<file path="src/rtl/dual_adc_fmt_pkg.sv">
package dual_adc_fmt_pkg;

  // Output word configuration selected by modeSel.
  typedef enum logic [1:0] {
    MODE_FULL  = 2'd0,
    MODE_DROP  = 2'd1,
    MODE_WRAP  = 2'd2,
    MODE_SPARE = 2'd3
  } outModeT;

  // Strobes passed from the control unit to the datapath.
  typedef struct packed {
    logic clearLine;  // flush the latency line
    logic holdZero;   // force the output register to zero
    logic wrapMode;   // pass the raw code through, wrap-style flag
    logic dropLsb;    // clear bit 0 of the output word
    logic twosOut;    // flip the MSB of the offset-binary word
  } fmtStrobeT;

endpackage

</file>
<file path="src/rtl/dual_adc_fmt_ctrl.sv">
module dual_adc_fmt_ctrl
  import dual_adc_fmt_pkg::*;
#(
  parameter int NCH = 2
) (
  input  logic           clk,
  input  logic           rst_n,
  input  logic           pwrDown,
  input  logic [1:0]     modeSel,
  input  logic           fmtTwos,
  input  logic [NCH-1:0] oeN,
  input  logic           syncEnN,
  output fmtStrobeT      strobe,
  output logic [NCH-1:0] dataDrive,
  output logic           syncDrive
);

  outModeT modeDec;

  always_comb begin
    modeDec          = outModeT'(modeSel);
    strobe.clearLine = pwrDown;
    strobe.holdZero  = pwrDown;
    strobe.wrapMode  = (modeDec == MODE_WRAP);
    strobe.dropLsb   = (modeDec == MODE_DROP);
    // The wrap word is always two's complement, so the coding select is masked.
    strobe.twosOut   = fmtTwos && (modeDec != MODE_WRAP);
  end

  // Drive enables are registered to line up with the output data register.
  for (genvar c = 0; c < NCH; c++) begin : g_drive
    always_ff @(posedge clk or negedge rst_n) begin
      if (!rst_n) dataDrive[c] <= 1'b0;
      else        dataDrive[c] <= !oeN[c];
    end
  end

  always_ff @(posedge clk or negedge rst_n) begin
    if (!rst_n) syncDrive <= 1'b0;
    else        syncDrive <= !syncEnN;
  end

endmodule

</file>
<file path="src/rtl/dual_adc_fmt_dp.sv">
module dual_adc_fmt_dp
  import dual_adc_fmt_pkg::*;
#(
  parameter int NCH     = 2,
  parameter int CW      = 13,
  parameter int LATENCY = 12
) (
  input  logic                     clk,
  input  logic                     rst_n,
  input  fmtStrobeT                strobe,
  input  logic [NCH-1:0][CW-1:0]   rawCode,
  input  logic [NCH-1:0]           rawOver,
  input  logic [NCH-1:0]           rawUnder,
  output logic [NCH-1:0][CW-1:0]   dataOut,
  output logic [NCH-1:0]           rangeFlag
);

  // LATENCY line stages plus the output register give LATENCY edges
  // between the capture edge and the edge that updates dataOut.
  localparam int              LINE_DEPTH = LATENCY;
  localparam logic [CW-1:0]   MSB_MASK   = {1'b1, {(CW-1){1'b0}}};

  for (genvar c = 0; c < NCH; c++) begin : g_chan
    logic [CW-1:0] lineCode  [LINE_DEPTH];
    logic          lineLive  [LINE_DEPTH];
    logic          lineOver  [LINE_DEPTH];
    logic          lineUnder [LINE_DEPTH];

    always_ff @(posedge clk or negedge rst_n) begin
      if (!rst_n) begin
        for (int i = 0; i < LINE_DEPTH; i++) begin
          lineCode[i]  <= '0;
          lineLive[i]  <= 1'b0;
          lineOver[i]  <= 1'b0;
          lineUnder[i] <= 1'b0;
        end
      end else if (strobe.clearLine) begin
        for (int i = 0; i < LINE_DEPTH; i++) begin
          lineCode[i]  <= '0;
          lineLive[i]  <= 1'b0;
          lineOver[i]  <= 1'b0;
          lineUnder[i] <= 1'b0;
        end
      end else begin
        lineCode[0]  <= rawCode[c];
        lineLive[0]  <= 1'b1;
        lineOver[0]  <= rawOver[c];
        lineUnder[0] <= rawUnder[c];
        for (int i = 1; i < LINE_DEPTH; i++) begin
          lineCode[i]  <= lineCode[i-1];
          lineLive[i]  <= lineLive[i-1];
          lineOver[i]  <= lineOver[i-1];
          lineUnder[i] <= lineUnder[i-1];
        end
      end
    end

    logic [CW-1:0] tapCode;
    logic          tapLive, tapOver, tapUnder;
    logic [CW-1:0] offWord, satWord, outWord;
    logic          outFlag;

    assign tapCode  = lineCode[LINE_DEPTH-1];
    assign tapLive  = lineLive[LINE_DEPTH-1];
    assign tapOver  = lineOver[LINE_DEPTH-1];
    assign tapUnder = lineUnder[LINE_DEPTH-1];

    always_comb begin
      // Centre the signed code: flipping the MSB adds half scale.
      offWord = tapCode ^ MSB_MASK;
      if (tapOver)       satWord = '1;
      else if (tapUnder) satWord = '0;
      else               satWord = offWord;

      if (strobe.wrapMode) begin
        outWord = tapCode;
        outFlag = tapCode[CW-1] ^ tapCode[CW-2];
      end else begin
        outWord = strobe.twosOut ? (satWord ^ MSB_MASK) : satWord;
        outFlag = (&satWord) || !(|satWord);
        if (strobe.dropLsb) outWord[0] = 1'b0;
      end
    end

    logic [CW-1:0] wordReg;
    logic          flagReg;

    always_ff @(posedge clk or negedge rst_n) begin
      if (!rst_n) begin
        wordReg <= '0;
        flagReg <= 1'b0;
      end else if (strobe.holdZero || !tapLive) begin
        wordReg <= '0;
        flagReg <= 1'b0;
      end else begin
        wordReg <= outWord;
        flagReg <= outFlag;
      end
    end

    assign dataOut[c]   = wordReg;
    assign rangeFlag[c] = flagReg;
  end

endmodule

</file>
<file path="src/rtl/dual_adc_fmt.sv">
module dual_adc_fmt
  import dual_adc_fmt_pkg::*;
#(
  parameter int NCH     = 2,
  parameter int CW      = 13,
  parameter int LATENCY = 12
) (
  input  logic                   clk,
  input  logic                   rst_n,
  input  logic                   pwrDown,
  input  logic [1:0]             modeSel,
  input  logic                   fmtTwos,
  input  logic [NCH-1:0][CW-1:0] rawCode,
  input  logic [NCH-1:0]         rawOver,
  input  logic [NCH-1:0]         rawUnder,
  input  logic [NCH-1:0]         oeN,
  input  logic                   syncEnN,
  output logic [NCH-1:0][CW-1:0] dataOut,
  output logic [NCH-1:0]         rangeFlag,
  output logic [NCH-1:0]         dataDrive,
  output logic                   syncDrive
);

  fmtStrobeT strobe;

  dual_adc_fmt_ctrl #(.NCH(NCH)) u_ctrl (
    .clk       (clk),
    .rst_n     (rst_n),
    .pwrDown   (pwrDown),
    .modeSel   (modeSel),
    .fmtTwos   (fmtTwos),
    .oeN       (oeN),
    .syncEnN   (syncEnN),
    .strobe    (strobe),
    .dataDrive (dataDrive),
    .syncDrive (syncDrive)
  );

  dual_adc_fmt_dp #(.NCH(NCH), .CW(CW), .LATENCY(LATENCY)) u_dp (
    .clk       (clk),
    .rst_n     (rst_n),
    .strobe    (strobe),
    .rawCode   (rawCode),
    .rawOver   (rawOver),
    .rawUnder  (rawUnder),
    .dataOut   (dataOut),
    .rangeFlag (rangeFlag)
  );

endmodule

</file>
<file path="config.mk">
export PLATFORM = sky130hd
export DESIGN_NAME = dual_adc_fmt
export DESIGN_NICKNAME = d
export VERILOG_FILES = /design/src/rtl/dual_adc_fmt_pkg.sv /design/src/rtl/dual_adc_fmt_ctrl.sv /design/src/rtl/dual_adc_fmt_dp.sv /design/src/rtl/dual_adc_fmt.sv
export SDC_FILE = /design/constraint.sdc
export NUM_CORES = 1
export LEC_CHECK = 0
export ABC_AREA = 1
export CELL_PAD_IN_SITES_DETAIL_PLACEMENT = 0
export CELL_PAD_IN_SITES_GLOBAL_PLACEMENT = 1
export CORE_ASPECT_RATIO = 1.2
export CORE_MARGIN = 10
export CORE_UTILIZATION = 42
export DETAILED_ROUTE_END_ITERATION = 8
export PLACE_DENSITY = 0.8
export SYNTH_ARGS = -nofsm -noshare
export SYNTH_HDL_FRONTEND = slang
export SYNTH_SLANG_ARGS = --single-unit
export TNS_END_PERCENT = 100
</file>
<file path="constraint.sdc">
create_clock -name clk -period 1.2 [get_ports clk]
set_input_delay 0.36 -clock clk [delete_from_list [all_inputs] [get_ports clk]]
set_output_delay 0.36 -clock clk [all_outputs]
set_load 0.1 [all_outputs]
</file>
==> out/metrics.yaml <==
status: "finished, violations left"
violations: "setup timing"
setup_ws_ns: -0.266
cts-root-buf: "clkbuf_16"
p_total_mw: 27.3
viasPerCell: 4.03
rsz0062_at_grt: "true"
finalHoldViolCount: 0
relSlewSlack: 0.732
htree_num_levels: 2
power.leakage_nw: 8.69
syn_inst: 1389
drv_slew: 0
highest_layer: "met4"
via_count: 8068
setup_viol: 33
crit_family: "flip-flops"
power.switching_mw: 5.50
skew_ns: 0.0140
fmax_mhz: 682
gp_congestion: 0.779
initial_core_util: 0.426
ys_dominant_reg_cell: "dfrtp_1"
cts_buffers: 39
grt_pass1_vias: 8213
synthArstFlopShare: 1.00
die_x_um: 187
antenna_found_initial: 0
diodes: 0
holdPathStages: 2
yosys_warnings: 0
p_int_mw: 21.8
dieArea_um2: 41300
worstPathRequired_ns: 0.84
critical_path_depth: 1
area_growth_syn_to_layout_pct: 25.6
ios: 70
netlist_area_um2: 14100
clk_latency_ns: 0.52
min-delay-start: "pwrDown"
overflow: 0
core.rowCount: 73
drt_wl_total_um: 18500
fp.dieH_um: 221
cts_tree: "done"
drt-pass1-iter-count: 4
p_sw_frac: 0.201
drc: 0
nets: 1560
cp-start-kind: "flop"
fin_util: 0.535
synthTopCellsByCount: "403 x dfrtp_1, 393 x nor2_1, 380 x inv_1"
wl_met2_um: 9670
final.min_clock_period_ns: 1.47
slowest_delay_ns: 0.41
clk_pin_slew_ns: 0.06
r2r_setup_slack_ns: -0.21
ys_seq_elements: 403
fin_crit_sh: 1.22
crit_type: "reg -> out"
path_buf_inv: 1
syn_nets: 1428
critical_path.max_fanout: 1
seq_area_frac_synth: 0.717
yosysTopAreaCell: "dfrtp_1"
powerDensity_nw_per_um2: 1540
synth_edf_count: 0
wl_per_cell_um: 9.26
rr_endpoint: "u_dp.g_chan[1].flagReg"
whs_ns: 0.0339
synth_most_common_cell: "dfrtp_1"
yosysUniqueCellTypes: 24
worstSetupEndpointType: "output pin"
dp_hpwl_um: 11800
clkPwrFrac: 0.457
met3WireLength_um: 805
track_usage: 0.0946
endpoint: "rangeFlag[1]"
pwr-share-seq: 0.505
m1WireLength_um: 7590
worstPathCellList: "buf_12"
r2r_start: "u_dp.g_chan[1].tapUnder"
crit_start: "u_dp.g_chan[1].flagReg"
hp-class: "in -> reg"
cts_max_path_buffers: 3
ir_drop_uv: 1010
cts.sinks: 403
grt_max_degree: 67
core_um2: 33100
drtIter0Drc: 284
power.share.combinational: 0.038
drive_gt1_frac: 0.153
worst_slew_pin_slew_ns: 0.402
slowest_stage: "dfrtp_1"
synthTopCellsByArea: "dfrtp_1 72%, nor2_1 10%, inv_1 10%, nand2_1 1.9%, buf_2 1.2%"
critPathArrivalTime_ns: 1.11
rr_worst_depth: 10
grt_pass1_wl_um: 34000
avgSynthCellArea_um2: 10.1
synth_top_area_frac: 0.717
portBuffers: 69
ant_nets: 0
drv_cap: 0
-- power by group through the flow --
stage | sequential [mW] | clock [mW] | combinational [mW]
2_1_floorplan | 14.1 | 0 | 0.365
3_3_place_gp | 14.0 | 0 | 1.02
3_5_place_dp | 14.0 | 0 | 1.05
4_1_cts | 13.8 | 12.9 | 1.06
5_1_grt | 13.8 | 13.5 | 1.18
6_report | 13.8 | 12.5 | 1.03
-- worst min-delay path by stage --
stage	to	slack, ns
floorplan	u_ctrl.dataDrive[0]	0.06
global placement	u_dp.g_chan[0].wordReg[1]	0.18
detailed placement	u_dp.g_chan[0].wordReg[1]	0.18
CTS	u_dp.g_chan[0].lineLive[11]	0.01
global route	u_dp.g_chan[0].lineLive[11]	0.02
finish	u_dp.g_chan[0].lineLive[11]	0.03
-- cell usage in the layout, fill, tap and decap left out, types with 5 or more instances in the layout --
cell type / n
dfrtp_1: 374
nand2_2: 15
clkbuf_1: 8
a31oi_1: 21
nand2_1: 61
o21ai_0: 33
inv_1: 379
clkbuf_8: 8
nand2_4: 6
clkdlybuf4s50_1: 36
buf_4: 50
clkinv_2: 7
dfrtp_2: 29
buf_12: 51
clkbuf_16: 43
inv_2: 5
nor2_1: 392
-- stage by stage --
step                      TNS, ns  instances  setup WS [ns]  instance area (um2)
after floorplan                 0       1389         0.0407                14100
after global placement     -10.60       1926         -0.443                16200
after detailed placement   -12.12       1926         -0.500                16200
after CTS                   -8.83       1999         -0.305                17600
after global routing        -9.42       2002         -0.358                17700
final                       -8.06       2002         -0.266                17700
-- per-layer routing --
layer	vias up	track usage
li1	4132	-
met1	3767	0.0992
met2	126	0.179
met3	43	0.0230
met4	0	0.0369
met5	-	0
-- sequential cells by signal (all words and copies together), names as in the netlist, 11 cells and up --
register	cells
u_dp.g_chan.lineCode	286
u_dp.g_chan.tapCode	26
u_dp.g_chan.lineLive	11
u_dp.g_chan.wordReg	26
u_dp.g_chan.lineUnder	22
u_dp.g_chan.lineOver	22
-- what timing repair did --
action,in CTS,in global routing
gates resized for setup,4,21
pin swaps,0,3
cloned,0,2
setup endpoints to repair,33,57
hold buffers,1,0
buffers inserted,0,2
endpoints found under the hold margin,156,0
-- layout make-up --
cell class                      instances  area [um2]
Fill cell                            2816       15400
Sequential cell                       403       10100
Multi-Input combinational cell        544        2270
Timing Repair Buffer                  147        1910
Inverter                              386        1450
Clock buffer                           57        1170
Tap cell                              450         563
Clock inverter                         15         200
-- cells by family (layout without fill, tap and decap cells) --
logic type,count (synthesis),after routing,share of synthesized area
XOR/XNOR,1,1,0.000623
buffers and inverters,442,605,0.126
AND/OR/NAND/NOR,481,481,0.133
AO/OA/AOI/OAI,62,62,0.0241
flip-flops,403,403,0.717
Power figures use the tool's default switching activity.
